File: config.mk
export PLATFORM = sky130hd
export DESIGN_NAME = slow_io_wait_gen
export DESIGN_NICKNAME = d
export VERILOG_FILES = /design/src/rtl/swg_pkg.sv /design/src/rtl/swg_ctl_reg.sv /design/src/rtl/swg_seed_sel.sv /design/src/rtl/swg_spacing_ctr.sv /design/src/rtl/slow_io_wait_gen.sv
export SDC_FILE = /design/constraint.sdc
export NUM_CORES = 1
export LEC_CHECK = 0
export ABC_AREA = 0
export BUFFER_PORTS_ARGS = -buffer_cell sky130_fd_sc_hd__buf_2
export CORE_MARGIN = 1.5
export CORE_UTILIZATION = 50
export CTS_BUF_LIST = sky130_fd_sc_hd__clkbuf_4
export CTS_CLUSTER_SIZE = 20
export DETAILED_ROUTE_END_ITERATION = 8
export GPL_ROUTABILITY_DRIVEN = 1
export PLACE_DENSITY = 0.82
export SKIP_LAST_GASP = 1
export SLEW_MARGIN = 0
export SYNTH_ARGS = -nofsm -noshare
export SYNTH_HDL_FRONTEND = slang
export SYNTH_HIERARCHICAL = 1
export SYNTH_SLANG_ARGS = --single-unit
File: constraint.sdc
create_clock -name clk -period 2.3 [get_ports clk]
set_input_delay 0.23 -clock clk [delete_from_list [all_inputs] [get_ports clk]]
set_output_delay 0.23 -clock clk [all_outputs]
set_load 0.005 [all_outputs]
File: src/rtl/swg_pkg.sv
package swg_pkg;
  localparam int RATE_W = 4;
  localparam int SEED_W = 6;

  // Piecewise seed law: unit steps over the first four rates, steps of two
  // over the middle eight, steps of four over the last four.
  function automatic logic [SEED_W-1:0] seed_for_rate(input logic [RATE_W-1:0] r);
    logic [SEED_W-1:0] r6;
    r6 = {{(SEED_W-RATE_W){1'b0}}, r};
    if (r < 4'd4)
      seed_for_rate = 6'd12 + r6;
    else if (r < 4'd12)
      seed_for_rate = {r6[4:0], 1'b0} + 6'd9;
    else
      seed_for_rate = {r6[3:0], 2'b00} - 6'd13;
  endfunction
endpackage

File: src/rtl/swg_ctl_reg.sv
module swg_ctl_reg #(
  parameter int DATA_W   = 8,
  parameter int RATE_LSB = 4,
  parameter int RATE_W   = 4,
  parameter int OFF_BIT  = 3
) (
  input  logic              clk,
  input  logic              rst_n,
  input  logic              we,
  input  logic [DATA_W-1:0] din,
  output logic [RATE_W-1:0] rate,
  output logic              hold_off
);
  logic [DATA_W-1:0] ctl_q;

  always_ff @(posedge clk or negedge rst_n) begin
    if (!rst_n)
      ctl_q <= '0;
    else if (we)
      ctl_q <= din;
  end

  assign rate     = ctl_q[RATE_LSB +: RATE_W];
  assign hold_off = ctl_q[OFF_BIT];


  ctl_capture_chk: assert property (@(posedge clk) disable iff (!rst_n)
    we |=> ctl_q == $past(din));


  ctl_hold_chk: assert property (@(posedge clk) disable iff (!rst_n)
    !we |=> $stable(ctl_q));
endmodule

File: src/rtl/swg_seed_sel.sv
module swg_seed_sel
  import swg_pkg::*;
#(
  parameter int RW = RATE_W,
  parameter int SW = SEED_W
) (
  input  logic [RW-1:0] rate,
  output logic [SW-1:0] seed
);
  localparam int NRATES = 1 << RW;

  logic [SW-1:0] seed_tab [NRATES];

  for (genvar i = 0; i < NRATES; i++) begin : g_seed
    assign seed_tab[i] = seed_for_rate(RW'(i));
  end

  assign seed = seed_tab[rate];
endmodule

File: src/rtl/swg_spacing_ctr.sv
module swg_spacing_ctr #(
  parameter int SEED_W = 6,
  parameter int CNT_W  = 7
) (
  input  logic              clk,
  input  logic              rst_n,
  input  logic              slow_io,
  input  logic [SEED_W-1:0] seed,
  output logic [CNT_W-1:0]  cnt,
  output logic              busy
);
  localparam int PAD_W = CNT_W - SEED_W;

  logic             io_q;
  logic             acc_end;
  logic [CNT_W-1:0] cnt_q;

  assign acc_end = io_q & ~slow_io;

  always_ff @(posedge clk or negedge rst_n) begin
    if (!rst_n) begin
      io_q  <= 1'b0;
      cnt_q <= '0;
    end else begin
      io_q <= slow_io;
      if (acc_end)
        cnt_q <= {{PAD_W{1'b0}}, seed};
      else if (cnt_q != '0)
        cnt_q <= cnt_q - CNT_W'(1);
    end
  end

  assign cnt  = cnt_q;
  assign busy = (cnt_q != '0);


  ctr_load_chk: assert property (@(posedge clk) disable iff (!rst_n)
    (io_q && !slow_io) |=> cnt_q == {{PAD_W{1'b0}}, $past(seed)});


  ctr_dec_chk: assert property (@(posedge clk) disable iff (!rst_n)
    (!(io_q && !slow_io) && cnt_q != '0) |=> cnt_q == $past(cnt_q) - CNT_W'(1));


  ctr_floor_chk: assert property (@(posedge clk) disable iff (!rst_n)
    (!(io_q && !slow_io) && cnt_q == '0) |=> cnt_q == '0);


  ctr_msb_zero_chk: assert property (@(posedge clk) disable iff (!rst_n)
    cnt_q[CNT_W-1] == 1'b0);
endmodule

File: src/rtl/slow_io_wait_gen.sv
module slow_io_wait_gen
  import swg_pkg::*;
#(
  parameter int DATA_W   = 8,
  parameter int RATE_LSB = 4,
  parameter int OFF_BIT  = 3,
  parameter int CNT_W    = 7
) (
  input  logic              clk,
  input  logic              rst_n,
  input  logic              sysctl_we,
  input  logic [DATA_W-1:0] sysctl_data,
  input  logic              slow_io,
  output logic              cpu_wait
);
  logic [RATE_W-1:0] rate;
  logic              hold_off;
  logic [SEED_W-1:0] seed;
  logic [CNT_W-1:0]  ctr_cnt;
  logic              ctr_busy;
  logic              throttle_en;

  swg_ctl_reg #(
    .DATA_W  (DATA_W),
    .RATE_LSB(RATE_LSB),
    .RATE_W  (RATE_W),
    .OFF_BIT (OFF_BIT)
  ) u_ctl (
    .clk     (clk),
    .rst_n   (rst_n),
    .we      (sysctl_we),
    .din     (sysctl_data),
    .rate    (rate),
    .hold_off(hold_off)
  );

  swg_seed_sel #(
    .RW(RATE_W),
    .SW(SEED_W)
  ) u_seed (
    .rate(rate),
    .seed(seed)
  );

  swg_spacing_ctr #(
    .SEED_W(SEED_W),
    .CNT_W (CNT_W)
  ) u_ctr (
    .clk    (clk),
    .rst_n  (rst_n),
    .slow_io(slow_io),
    .seed   (seed),
    .cnt    (ctr_cnt),
    .busy   (ctr_busy)
  );

  assign throttle_en = (rate != '0) & ~hold_off;
  assign cpu_wait    = slow_io & throttle_en & ctr_busy;


  wait_rate_zero_chk: assert property (@(posedge clk) disable iff (!rst_n)
    (rate == '0) |-> !cpu_wait);


  wait_hold_off_chk: assert property (@(posedge clk) disable iff (!rst_n)
    hold_off |-> !cpu_wait);


  wait_needs_count_chk: assert property (@(posedge clk) disable iff (!rst_n)
    cpu_wait |-> ctr_cnt != '0);


  wait_in_access_chk: assert property (@(posedge clk) disable iff (!rst_n)
    cpu_wait |-> slow_io);
endmodule

* Word level (Yosys, flattened, before mapping) *
Memory sizes are Yosys's and may differ from the RTL's.
Index checks and enable logic that the tools add are counted.
Widths: inputs -> output; s select.

storage, ports and cells
  input port bits = 12
  output and inout bits = 1
  register bits after elaboration = 16
  bits in read-only memories = 96
  memories = 1
  logic and storage cells = 20

cells by class
  mux-type cells = 4
  add/sub/neg operators = 1
  bitwise operators = 7
  order comparisons = 1
  reduce and logical (&&, ||, !) cells = 3

memories
  name              depth  bits a word  read ports  clocked after Yosys merged registers in  write ports  RTL line            source
  (name not given)  16     6            1           0                                        0            swg_seed_sel.sv:18  assign seed = seed_tab[rate];

operators with widths
  operator             number
  $mux 7               2
  $mux 6               2
  $reduce_bool 7->1    1
  $sub 7x1->7 const B  1
  $ge 5x5->1 const B   1
  $not 4->5            1
  $and 1x1->1          4
  $reduce_bool 4->1    1
  $not 1->1            2
  $reduce_bool 2->1    1

* Depth between registers and ports, before layout *
Gate-level depths: netlist of the first run.

  depth after elaboration = 5
  gate-level depth with buffers = 6
  gate-level depth less buffers = 6

* By module *
The synthesis of the first run kept the hierarchy.

by module, submodules not included
  module            seq. area each (um2)  instances  cells each  area an instance (um2)
  swg_spacing_ctr   200.2                 1          48          466.7
  swg_ctl_reg       125.1                 1          10          181.4
  swg_seed_sel      0.0                   1          9           61.3
  slow_io_wait_gen  0.0                   1          3           15.0

* Worst setup path after synthesis of the first run *
Ideal clock, no wire load.

  path kind = flip-flop to flip-flop
  from = register u_ctr.cnt_q[4], in the netlist u_ctr/cnt[4]
  to = register u_ctr.cnt_q[0], in the netlist u_ctr/cnt[0]
  cell stages (with the launch flop) = 5
  path slack = 0.686 ns
  buffers on the path = 1
  required time = 2.177 ns
  library setup time = 0.123 ns
  clock period less this slack = 1.614 ns
  arrival = 1.492 ns
  cell sequence = dfrtp_1 > or4_1 > buf_2 > or2_1 > o221a_2

on the way
  longest elaborated chain between the ends = 2

RTL lines
  item                                RTL line                source
  start: declaration                  swg_spacing_ctr.sv:16   logic [CNT_W-1:0] cnt_q;
  start signal: assignment            swg_spacing_ctr.sv:27   cnt_q <= {{PAD_W{1'b0}}, seed};
  start signal: assignment            swg_spacing_ctr.sv:29   cnt_q <= cnt_q - CNT_W'(1);
  $reduce_bool 7->1                   n/a
  net ctr_busy                        slow_io_wait_gen.sv:20  logic ctr_busy;
  $reduce_bool 2->1 (no source line)  n/a

The timed path passes the listed nets, and every way through them passes these cells.
A chain may end at the register's enable or synchronous reset.

* Final worst setup path of the first run *
  from = register u_ctr.cnt_q[3], in the netlist u_ctr/cnt[3]
  to = output port cpu_wait

on the way
  longest elaborated chain between the ends = 2

RTL lines
  item               RTL line                source
  $reduce_bool 7->1  swg_spacing_ctr.sv:34   assign busy = (cnt_q != '0);
  net ctr_busy       slow_io_wait_gen.sv:20
  $and 1x1->1        slow_io_wait_gen.sv:58  assign cpu_wait = slow_io & throttle_en & ctr_busy;
  end: declaration   slow_io_wait_gen.sv:14  output logic cpu_wait

The timed path passes the listed nets, and every way through them passes these cells.

==> reports/summary.md, run 1 <==
The summed area of non-filler cells in the final layout came out at 823.3 um^2. The min-delay analysis places its worst path in the category input pin to flop. At the pin with the least slew margin, the transition time is 0.4066 ns. The region available for standard cell placement spans 1334 um^2. In this run the power spent charging and discharging nets is 292.4 uW. In the routed design, unresolved DRC markers number 0. Setup repair after global routing left no endpoint under its margin. The tools report the start point of the critical path as u_ctr/cnt[3]$_DFFE_PN0P_. The clock passes through at most 2 buffers. The worst register-to-register path begins at u_ctr/cnt[3]$_DFFE_PN0P_. Of all nets on the critical path, the largest fanout is 8.

STA classifies the critical path startpoint as a flop. Entering global routing, the biggest net connects 14 pins. The level count of the clock H-tree was 1; the detailed-route via count was 577. Before CTS, the worst setup slack after placement is 0.4473 ns. Power spread over the standard cell area amounts to 988.4 nW/um^2. The detailed router finished its first iteration with 10 violations.

After layout, the worst path uses 93.79% of the clock period. By area, the combinational part of the netlist is dominated by simple AND/OR/NAND/NOR gates. The leakage power summed over all cells was 0.3720 nW. Relative max-transition margin: 72.84%. The tools report the final number of hold-violating endpoints as 0. The tools report the warning count from the yosys run as 6. Counting flops with a built-in enable in the synthesized netlist gives 0. The number of vias per cell came out at 5.888. The final max-slew violation count is 0, and the number of clock sinks seen by CTS is 13. For this run, the slowest stage of the critical path takes 0.67 ns. The first TritonRoute pass finished after 5 iterations. TritonCTS built the clock tree. After Yosys synthesis, full adders, half adders and majority gates account for 5.181% of the synthesized area. The most critical setup path has its endpoint at cpu_wait. The logs give 0.55 ns for the slack of the worst reg-to-reg path and 463.6 MHz for the maximum clock frequency. The die covers 1686 um^2.

The run gives 0 as the number of failing setup endpoints in the final timing report. The clock network is responsible for 18.1% of the overall power. After Yosys synthesis, XOR and XNOR cells account for 3.627% of the synthesized area.

The cell-internal power is 521.4 uW, and the share of power burned in registers is 45.3%. Counting the buffers created by CTS gives 3. After synthesis, the share of cell area in mux cells is 10.54%. Data on the critical path is required at its endpoint by 2.07 ns. Input and output buffers added on the ports amount to 9.

Counting distinct cell types in the post-synthesis netlist gives 29. The final core area utilization is 61.73%, and the placed wire-length estimate is 978.3 um. Of the total power, combinational logic draws 36.6%.

The number of flip-flops and latches in the synthesized netlist is 13. The root buffer selected by CTS was sky130_fd_sc_hd__clkbuf_4. The run finished with clean final reports.

Broken down by cell family, the worst path's largest delay share belongs to simple AND/OR/NAND/NOR gates. The final weighted congestion of routability-driven global placement came out at 0.7142. The run gives 13 as the number of placement rows. Counting every net in the synthesized netlist gives 85. The logs give 783.3 um^2 for the total cell area at the placement stage and 99 for the number of nets in the finished design. The tools report the clock latency of the later-clocked register in the worst-skew pair as 0.27 ns. Global routing finished with a remaining overflow of 0.

After synthesis, the share of flip-flops with an asynchronous set or reset is 100.0%. On the critical path, the stage with the largest delay is an instance of sky130_fd_sc_hd__or4_1. Counting buffers and inverters, the worst setup path is 5 cells deep. For this run, the leading register cell type out of synthesis is sky130_fd_sc_hd__dfrtp_1. Once placement completed, the tool counted placed cells totaling 93.

The number of antenna violations at the first check in global routing is 0. The simple-gate share of the synthesized area is 20.03%. For the final antenna diode count, the log shows 0.

The I/O pin count came out at 13. The post-route antenna net violation count was 0; the number of maximum-capacitance constraint violations was 0. The vertical die dimension was 41.07 um; the starting utilization of the core area was 54.32%. For the number of global-route vias before repair, the log shows 543.

For this block, the routed nets add up to 1290 um of wire. The tools report the terminus of the critical flop-to-flop path as u_ctr/cnt[0]$_DFFE_PN0P_. For this run, the register share of the synthesized area comes to 44.91%. The clock arrives with 0.003314 ns of skew. The die boundary width was 41.07 um. The final total negative setup slack came out at 0 ns.

After the flow finishes, the layout carries non-filler instances totaling 98. The number of buffers and inverters on the critical path was 1; the share of the synthesized area in compound gates (AO/OA/AOI/OAI) was 13.47%. The smallest clock period supported by the final layout is computed as 2.157 ns.

Counting every instance in the synthesized netlist gives 70. The category of the worst setup path capture point is an output port. VDD sags by at most 0.4663 mV. The routed wirelength normalized by instance count was 13.16 um; the data arrival at the endpoint of the critical path was 1.93 ns. The area growth from synthesis to layout came out at 13.64%. Across all setup checks in the final design, the least slack found is 0.1429 ns.

The post-route netlist has 24.10% of its cells at a drive strength greater than 1. After clock tree synthesis, the clock-pin slew on the worst setup and hold paths is 0.08 ns. Walking the worst path, the cells encountered are or4_1 > or2_1 > nand2_1 > nor3_1 > buf_2. The logic depth of the worst register-to-register path was 3. The total routing resource utilization after global routing is 20.78%, and the area of the mapped netlist is 724.4 um^2.

Path type of the worst setup path: flop to output port. Each instance of the synthesized netlist takes up on average 10.35 um^2. The first-pass GRT wire length is 2173 um. Net switching is 35.93% of the power.
==> sequential cells by signal, indices dropped and copies added (netlist names) <==
name         flops
u_ctr/io_q       1
u_ctl/ctl_q      5
u_ctr/cnt        7
==> cells in the final DEF, fill, tap and decap left out, types with 3 or more instances in the layout <==
master                     netlist  final
sky130_fd_sc_hd__inv_1           3      3
sky130_fd_sc_hd__nand2_1         6      6
sky130_fd_sc_hd__buf_2           1      9
sky130_fd_sc_hd__o21ai_0         5      5
sky130_fd_sc_hd__dfrtp_1        13     13
sky130_fd_sc_hd__ha_1            3      3
sky130_fd_sc_hd__xnor2_1         3      3
sky130_fd_sc_hd__nor3_1          4      4
sky130_fd_sc_hd__clkbuf_4        0      4
sky130_fd_sc_hd__mux2_2          5      5
sky130_fd_sc_hd__nor2_1          4      4
==> layer usage <==
metal | global-route usage, % | wire, um
met4 | 10.00 | 13
met2 | 33.98 | 597
met5 | 0 | 0
met1 | 24.32 | 594
met3 | 6.522 | 84
==> metrics by stage <==
stage / power (mW) / hold WS, ns
after floorplan: 0.5938 / -0.06559
after global placement: 0.6514 / 0.1313
after detailed placement: 0.6662 / 0.1321
after CTS: 0.8212 / 0.1100
after global routing: 0.8836 / 0.1043
final: 0.8137 / 0.1185
==> repair_timing <==
item	in CTS	in global routing
resized for setup	0	0
buffers inserted	0	0
hold endpoints to repair	13	0
hold buffers	1	0
==> final cells by class <==
class                           count  area (um^2)
Clock buffer                        4        30.03
Fill cell                         118        510.5
Inverter                            3        11.26
Multi-Input combinational cell     53        382.9
Sequential cell                    13        325.3
Tap cell                           15        18.77
Timing Repair Buffer               10        55.05
==> worst register-to-register path: cells and delay by family (launching register included) <==
kind / cells / cell delay, ns
AO/OA/AOI/OAI: 1 / 0.23
flip-flops: 1 / 0.43
AND/OR/NAND/NOR: 2 / 0.99
==> cell families after synthesis <==
group	Yosys count
flip-flops	13
XOR/XNOR	3
multiplexers	7
AND/OR/NAND/NOR	26
AO/OA/AOI/OAI	14
buffers and inverters	4
adder cells (fa/ha/maj)	3
==> worst min-delay path by stage <==
stage / from / endpoint / slack (ns) / depth (start not counted)
5_1_grt: slow_io / u_ctr/io_q$_DFF_PN0_ / 0.10 / 1
3_3_place_gp: rst_n / u_ctr/cnt[4]$_DFFE_PN0P_ / 0.13 / 1
6_report: slow_io / u_ctr/io_q$_DFF_PN0_ / 0.12 / 1
3_5_place_dp: rst_n / u_ctr/cnt[4]$_DFFE_PN0P_ / 0.13 / 1
4_1_cts: slow_io / u_ctr/io_q$_DFF_PN0_ / 0.11 / 1
2_1_floorplan: rst_n / u_ctl/ctl_q[3]$_DFFE_PN0P_ / -0.07 / 0
==> Yosys cell counts (2+ instances only) <==
cell / count / share of area [%]
sky130_fd_sc_hd__dfrtp_1: 13 / 45
sky130_fd_sc_hd__nand2_1: 6 / 3.1
sky130_fd_sc_hd__mux2_2: 5 / 7.8
sky130_fd_sc_hd__o21ai_0: 5 / 3.5
sky130_fd_sc_hd__nor2_1: 4 / 2.1
sky130_fd_sc_hd__nor3_1: 4 / 2.8
sky130_fd_sc_hd__ha_1: 3 / 5.2
sky130_fd_sc_hd__inv_1: 3 / 1.6
sky130_fd_sc_hd__xnor2_1: 3 / 3.6
sky130_fd_sc_hd__a22o_1: 2 / 2.4
sky130_fd_sc_hd__mux2i_1: 2 / 2.8
sky130_fd_sc_hd__nand2b_1: 2 / 1.7
sky130_fd_sc_hd__or4_1: 2 / 2.1
==> power by group through the flow <==
stage	Clock (mW)	Combinational, mW	Sequential [mW]
floorplan	0	0.239	0.355
global placement	0	0.282	0.370
detailed placement	0	0.293	0.373
CTS	0.155	0.298	0.368
global route	0.169	0.335	0.379
finish	0.147	0.298	0.368
Power figures use the tool's default switching activity.
==> inputs of run 2 (changes only) <==
==> constraint.sdc (replaced) <==
create_clock -name clk -period 2.3 [get_ports clk]
set_input_delay 0 -clock clk [delete_from_list [all_inputs] [get_ports clk]]
set_output_delay 0 -clock clk [all_outputs]
set_load 0.005 [all_outputs]
==> run 2 against run 1 <==
- cell count rose by 6.1%
- routed wire length rose by 13%
- sequential share of layout area fell by 2.7 points
- critical endpoint unchanged
==> reports/summary.md, run 2 (synthesized netlist as in run 1, its figures left out) <==
The number of I/O port buffers is 9. The worst setup path is launched from a flop. The maximum number of pins on one net before global-route repair was 14; the clock transition time at the flip-flop clock pins of the worst setup and hold paths was 0.07 ns.

Setup repair after global routing left no endpoint under its margin. Along the worst path, the maximum fanout reaches 8. The number of nets in the finished design was 105; the I/O pin count was 13. Counting along the longest clock path gives a buffer depth of 2. For the number of global-route vias before repair, the log shows 548.

In this run the worst hold path is classified as input pin to flop. For the pin with the worst max-slew slack, the measured transition is 0.3922 ns. The critical path is of the flop to output port type.

The run finished with clean final reports. Counting instances, the worst hold path has a depth of 2. The count of nets left with antenna violations once routing finished came out at 0. Using the TritonRoute via totals, the vias-per-cell ratio works out to 5.750. For this configuration, the core starts out at a cell density of 54.32%. The die boundary width works out to 41.07 um.

Before CTS, the worst setup slack after placement is 0.5569 ns. The final antenna diode count was 0. The logic depth of the worst register-to-register path works out to 3.

Vertical die dimension: 41.07 um. The layout cell share with drive strength beyond 1 was 22.47%; the final routed DRC violation total was 0. The logs give 0 for the final number of hold-violating endpoints and 101 for the number of fill cells.

For the worst setup path, the data arrival time is 1.94 ns. The number of maximum-capacitance constraint violations was 0. TritonCTS built the clock tree. For the slack of the critical path, the log shows 0.3610 ns. Setup violations remaining at the end of the flow were counted as 0. The tools report the root buffer selected by CTS as sky130_fd_sc_hd__clkbuf_4. For the final core area utilization, the log shows 66.23%. The library cell used most frequently in the layout, excluding fill and tap cells, is sky130_fd_sc_hd__dfrtp_1. The logs give 0.0003307 ns for the worst clock skew and 0.27 ns for the clock latency of the later-clocked register in the worst-skew pair.

For this design the static power due to leakage is 0.3971 nW. The tightest hold path in the finished design has a slack of 0.05760 ns. The number of placement rows is 13. For the footprint of the multi-input gates, the log shows 382.9 um^2.

The top cell types in the final layout, fill and taps aside, are 13 x sky130_fd_sc_hd__dfrtp_1, 9 x sky130_fd_sc_hd__buf_2, 7 x sky130_fd_sc_hd__dlygate4sd3_1. The level count of the clock H-tree was 1. In the finished design, the share of the clock period the worst path needs comes to 84.30%. The run gives 0 as the number of antenna violations at the first check in global routing.

After global routing the overflow that remains totals 0. The total power divided by cell area is 931.0 nW/um^2, and the maximum vdd ir drop is 0.5288 mV. The first global-routing pass estimated 2359 um of wire.

The clock net in this run drives a total of 13 sinks. Total power for the finished layout comes to 822.4 uW. The total wire length after detailed routing is 1456 um, and the number of gates resized after CTS is 0.

At the worst endpoint, the required time is 2.30 ns. Global routing consumed, over all layers together, 22.69% of the routing resources. The logs give 1686 um^2 for the overall die area and 0 for the final max-slew violation count. The register with the most flip-flops in the layout has 7 of them. The final weighted congestion of routability-driven global placement is 0.7086, and the standard cell core area is 1334 um^2. The TritonCTS buffer count is 3, and the number of iterations in the first detailed-routing pass is 4. STA classifies the critical path endpoint as an output port. The sequential cells in the finished layout cover a total of 325.3 um^2.

For the maximum clock frequency, the log shows 515.7 MHz. The detailed-route via count is 598. In this run, the number of DRC markers left after iteration 0 of detailed routing was 13. Minimum period implied by the final worst setup slack: 1.939 ns. In this run the tightest slew margin relative to its limit is 73.80%. The final total negative setup slack is 0 ns, and the routed wirelength normalized by instance count is 14.00 um. The area growth from synthesis to layout is 21.93%.

After legalization and detailed placement, the total HPWL measured 974.8 um.
-- run 2: final timing paths --
check | slack [ns] | to | start
worst max-delay path | 0.36 | cpu_wait | u_ctr/cnt[3]$_DFFE_PN0P_
min in group asynchronous | 0.14 | u_ctr/cnt[3]$_DFFE_PN0P_ | rst_n
worst max register to register | 0.54 | u_ctr/cnt[0]$_DFFE_PN0P_ | u_ctr/cnt[3]$_DFFE_PN0P_
worst min-delay path | 0.06 | u_ctl/ctl_q[5]$_DFFE_PN0P_ | sysctl_we
worst min register to register | 0.54 | u_ctl/ctl_q[3]$_DFFE_PN0P_ | u_ctl/ctl_q[3]$_DFFE_PN0P_
max in group asynchronous | 1.94 | u_ctr/cnt[6]$_DFFE_PN0P_ | rst_n
-- run 2: area by class of cell --
class / count / area share (%)
multi-input combinational: 53 / 43.34
tap: 15 / 2.125
sequential: 13 / 36.83
inverter: 3 / 1.275
clock buffer: 4 / 3.399
timing repair buffer: 16 / 13.03
-- run 2: worst max-delay path, stage by stage (launching register included) --
cell and delay, ns:
sky130_fd_sc_hd__dfrtp_1 0.42, sky130_fd_sc_hd__or4_1 0.67, sky130_fd_sc_hd__or2_1 0.33, sky130_fd_sc_hd__nand2_1 0.09
sky130_fd_sc_hd__nor3_1 0.04, sky130_fd_sc_hd__buf_2 0.13
-- run 2: repair_timing --
| item | in CTS | in global routing |
|---|---|---|
| hold endpoints to repair | 19 | 0 |
| hold buffers | 7 | 0 |
| buffers inserted | 0 | 0 |
| endpoints found under the setup margin | 0 | 0 |
-- run 2: layer usage --
metal / GRT usage (%) / wire (um) / vias to the layer above
li1: - / - / 295
met3: 4.891 / 48 / 2
met1: 25.60 / 676 / 285
met4: 12.50 / 11 / 0
met2: 39.06 / 720 / 16
met5: 0 / 0 / -
-- run 2: power breakdown --
group          total, mW  switching, mW  leakage, nW  internal [mW]
Sequential         0.368         0.0710        0.156          0.297
Combinational      0.305          0.154        0.223          0.151
Clock              0.149         0.0697       0.0184         0.0789
Total              0.822          0.295        0.397          0.528
-- run 2: per-stage QoR --
stage | std cells | cell area, um^2
after floorplan | 70 | 724.4
after global placement | 93 | 783.3
after detailed placement | 93 | 783.3
after CTS | 104 | 883.3
after global routing | 104 | 883.3
final | 104 | 883.3
==> inputs of run 3 (changes only) <==
==> constraint.sdc (replaced) <==
create_clock -name clk -period 1.8 [get_ports clk]
set_input_delay 0 -clock clk [delete_from_list [all_inputs] [get_ports clk]]
set_output_delay 0 -clock clk [all_outputs]
set_load 0.005 [all_outputs]
==> run 3 against run 2 <==
- routed wire length up 0.76%
- global-route usage is 0.63 points higher
- first-iteration DRC count decreased by 54%
- cell count increased by 4.8%
- combinational power increased by 72%
- largest power group is now combinational cells
- highest routed layer unchanged
==> reports/summary.md, run 3 (synthesized netlist as in run 1, its figures left out) <==
The longest clock path from root to sink contains 2 buffers. The routed layout has 605 vias. The flow ran to the end, and the final reports show no timing, DRC or antenna violations.

The run gives 0.09 ns as the slack of the worst reg-to-reg path. The total area inside the core boundary comes to 1334 um^2. The initialized floorplan defines 13 standard-cell rows. For the worst setup path, the data required time is 1.80 ns. Port buffering added 9 buffers. Measured along the y axis, the die boundary spans 41.07 um. Counting the buffers created by CTS gives 3. The later pin in the worst-skew pair is clocked with a latency of 0.27 ns. The total power divided by cell area was 1253 nW/um^2; the minimum period implied by the final worst setup slack was 1.738 ns. The worst path meets setup with 0.06222 ns of slack. The run gives 14 as the maximum number of pins on one net before global-route repair. For the final max-slew violation count, the log shows 0.

Most common cell after layout, fill and taps aside: sky130_fd_sc_hd__dfrtp_1. For the worst flop-to-flop path, the logic depth is 4. The routed wirelength normalized by instance count is 13.46 um. Hold path depth: 2. The number of antenna violations at the first check in global routing was 0; the starting utilization of the core area was 54.32%. After the first detailed-routing iteration, the DRC count stood at 6. The worst clock skew was 0.003857 ns.

The top cell types in the final layout, fill and taps aside, are 13 x sky130_fd_sc_hd__dfrtp_1, 9 x sky130_fd_sc_hd__buf_2, 7 x sky130_fd_sc_hd__dlygate4sd3_1. TritonCTS built the clock tree. The tools report the final number of hold-violating endpoints as 0. Across all hold checks on the routed design, the worst slack comes to 0.06019 ns. Summed over all layers, the global routing overflow is 0.

On the worst path, the slowest cell contributes a delay of 0.56 ns. The critical path is of the flop to output port type. In the final design database the tool counted 110 nets.

The congestion estimate from routability-driven global placement came to 0.7187. The data arrival at the endpoint of the critical path came out at 1.74 ns. From synthesis to final layout, the design area changed by 29.02%.

The total routing resource utilization after global routing was 23.32%; the number of placed instances with taps included was 95. The number of global-route vias before repair was 597. The analysis attributes to cell leakage a power of 0.4254 nW. The slowest library cell on the worst path was sky130_fd_sc_hd__or4_4. The first global-routing pass estimated 2477 um of wire. The maximum vdd ir drop is 0.5397 mV. The clock transition time at the flip-flop clock pins of the worst setup and hold paths came out at 0.08 ns. The root buffer cell chosen for the clock tree is sky130_fd_sc_hd__clkbuf_4. The HPWL after detailed placement is 1021 um.

The final routed DRC violation total was 0; the number of standard cells in the layout, taps in and fillers out was 109. The biggest fanout along the worst timing path was 3; the die boundary width was 41.07 um. The filler cells instantiated in the layout total 104. Of the cells placed in the final design, the portion with a size suffix greater than 1 is 29.79%. The tools report the category of the worst setup path capture point as an output port. After layout, the worst path uses 96.54% of the clock period. For the maximum clock frequency, the log shows 575.4 MHz. The sort of element at the start of the critical path is a flop. The tools report the number of iterations in the first detailed-routing pass as 2. The number of maximum-capacitance constraint violations is 0.

The number of flip-flops under the largest register name works out to 7. Setup violations remaining at the end of the flow were counted as 0. In this run the worst hold path is classified as input pin to flop.

The level count of the clock H-tree came out at 1. The number of vias per cell is 5.550. 13 I/O pins were placed. The overall die area was 1686 um^2. The signal on the critical path passes through or4_4 > or2_4 > nand2_1 > nor3_1 > buf_2. 0 antenna diodes ended up in the layout.

The detail route stage leaves a number of antenna-violating nets equal to 0. For the relative max-transition margin, the log shows 70.40%. The logs give 0.08134 ns for the worst setup slack before clock tree synthesis and 1467 um for the total wire length after detailed routing. The clock drives 13 sinks.

At the pin with the least slew margin, the transition time is 0.4431 ns.
run 3: changes by cell type in the layout (fill, tap and decap cells not counted), sizes merged:
| cell | before | now |
|---|---|---|
| buf | 9 | 14 |
run 3: path summary, 6_finish.rpt:
kind / from / endpoint
worst max-delay path: u_ctr/cnt[5]$_DFFE_PN0P_ / cpu_wait
worst min-delay path: sysctl_we / u_ctl/ctl_q[4]$_DFFE_PN0P_
worst max register to register: u_ctr/cnt[5]$_DFFE_PN0P_ / u_ctr/cnt[6]$_DFFE_PN0P_
worst min register to register: u_ctl/ctl_q[3]$_DFFE_PN0P_ / u_ctl/ctl_q[3]$_DFFE_PN0P_
max in group asynchronous: rst_n / u_ctr/io_q$_DFF_PN0_
min in group asynchronous: rst_n / u_ctr/cnt[6]$_DFFE_PN0P_
run 3: cell type report:
class                      count  area, um^2  area share, %
inverter                       3       11.26          1.205
multi-input combinational     53       396.6          42.44
tap                           15       18.77          2.008
clock buffer                   4       30.03          3.213
timing repair buffer          21       152.6          16.33
sequential                    13       325.3          34.81
run 3: timing repair:
item	4_1_cts	5_1_grt
resized for setup	2	1
hold buffers	7	0
pin swaps	1	1
endpoints found under the setup margin	1	1
setup buffers	0	3
endpoints found under the hold margin	19	0
run 3: metal layers:
layer,global-route usage [%],routed length (um),up-vias
met5,0,0,-
met4,10.83,11,0
met3,5.978,46,2
met2,41.02,762,11
met1,25.76,646,289
li1,-,-,303
run 3: report_power, final:
part           internal, mW  switching [mW]
sequential            0.380          0.0747
combinational         0.281           0.243
clock                 0.101          0.0913
total                 0.762           0.409
run 3: metrics by stage:
stage               utilization, %  setup TNS [ns]  area, um^2  total power, mW
CTS                          67.82               0       904.6            1.112
detailed placement           59.85               0       798.3           0.8903
global placement             59.85               0       798.3           0.8685
global route                 70.08       -0.002497       934.6            1.262
finish                       70.08               0       934.6            1.171
floorplan                        -               0       724.4           0.7587
run 3: worst max-delay path: cells and delay by family, from the launching register on:
| kind | cells | cell delay [ns] |
|---|---|---|
| AND/OR/NAND/NOR | 4 | 0.95 |
| flip-flops | 1 | 0.39 |
| buffers and inverters | 1 | 0.13 |
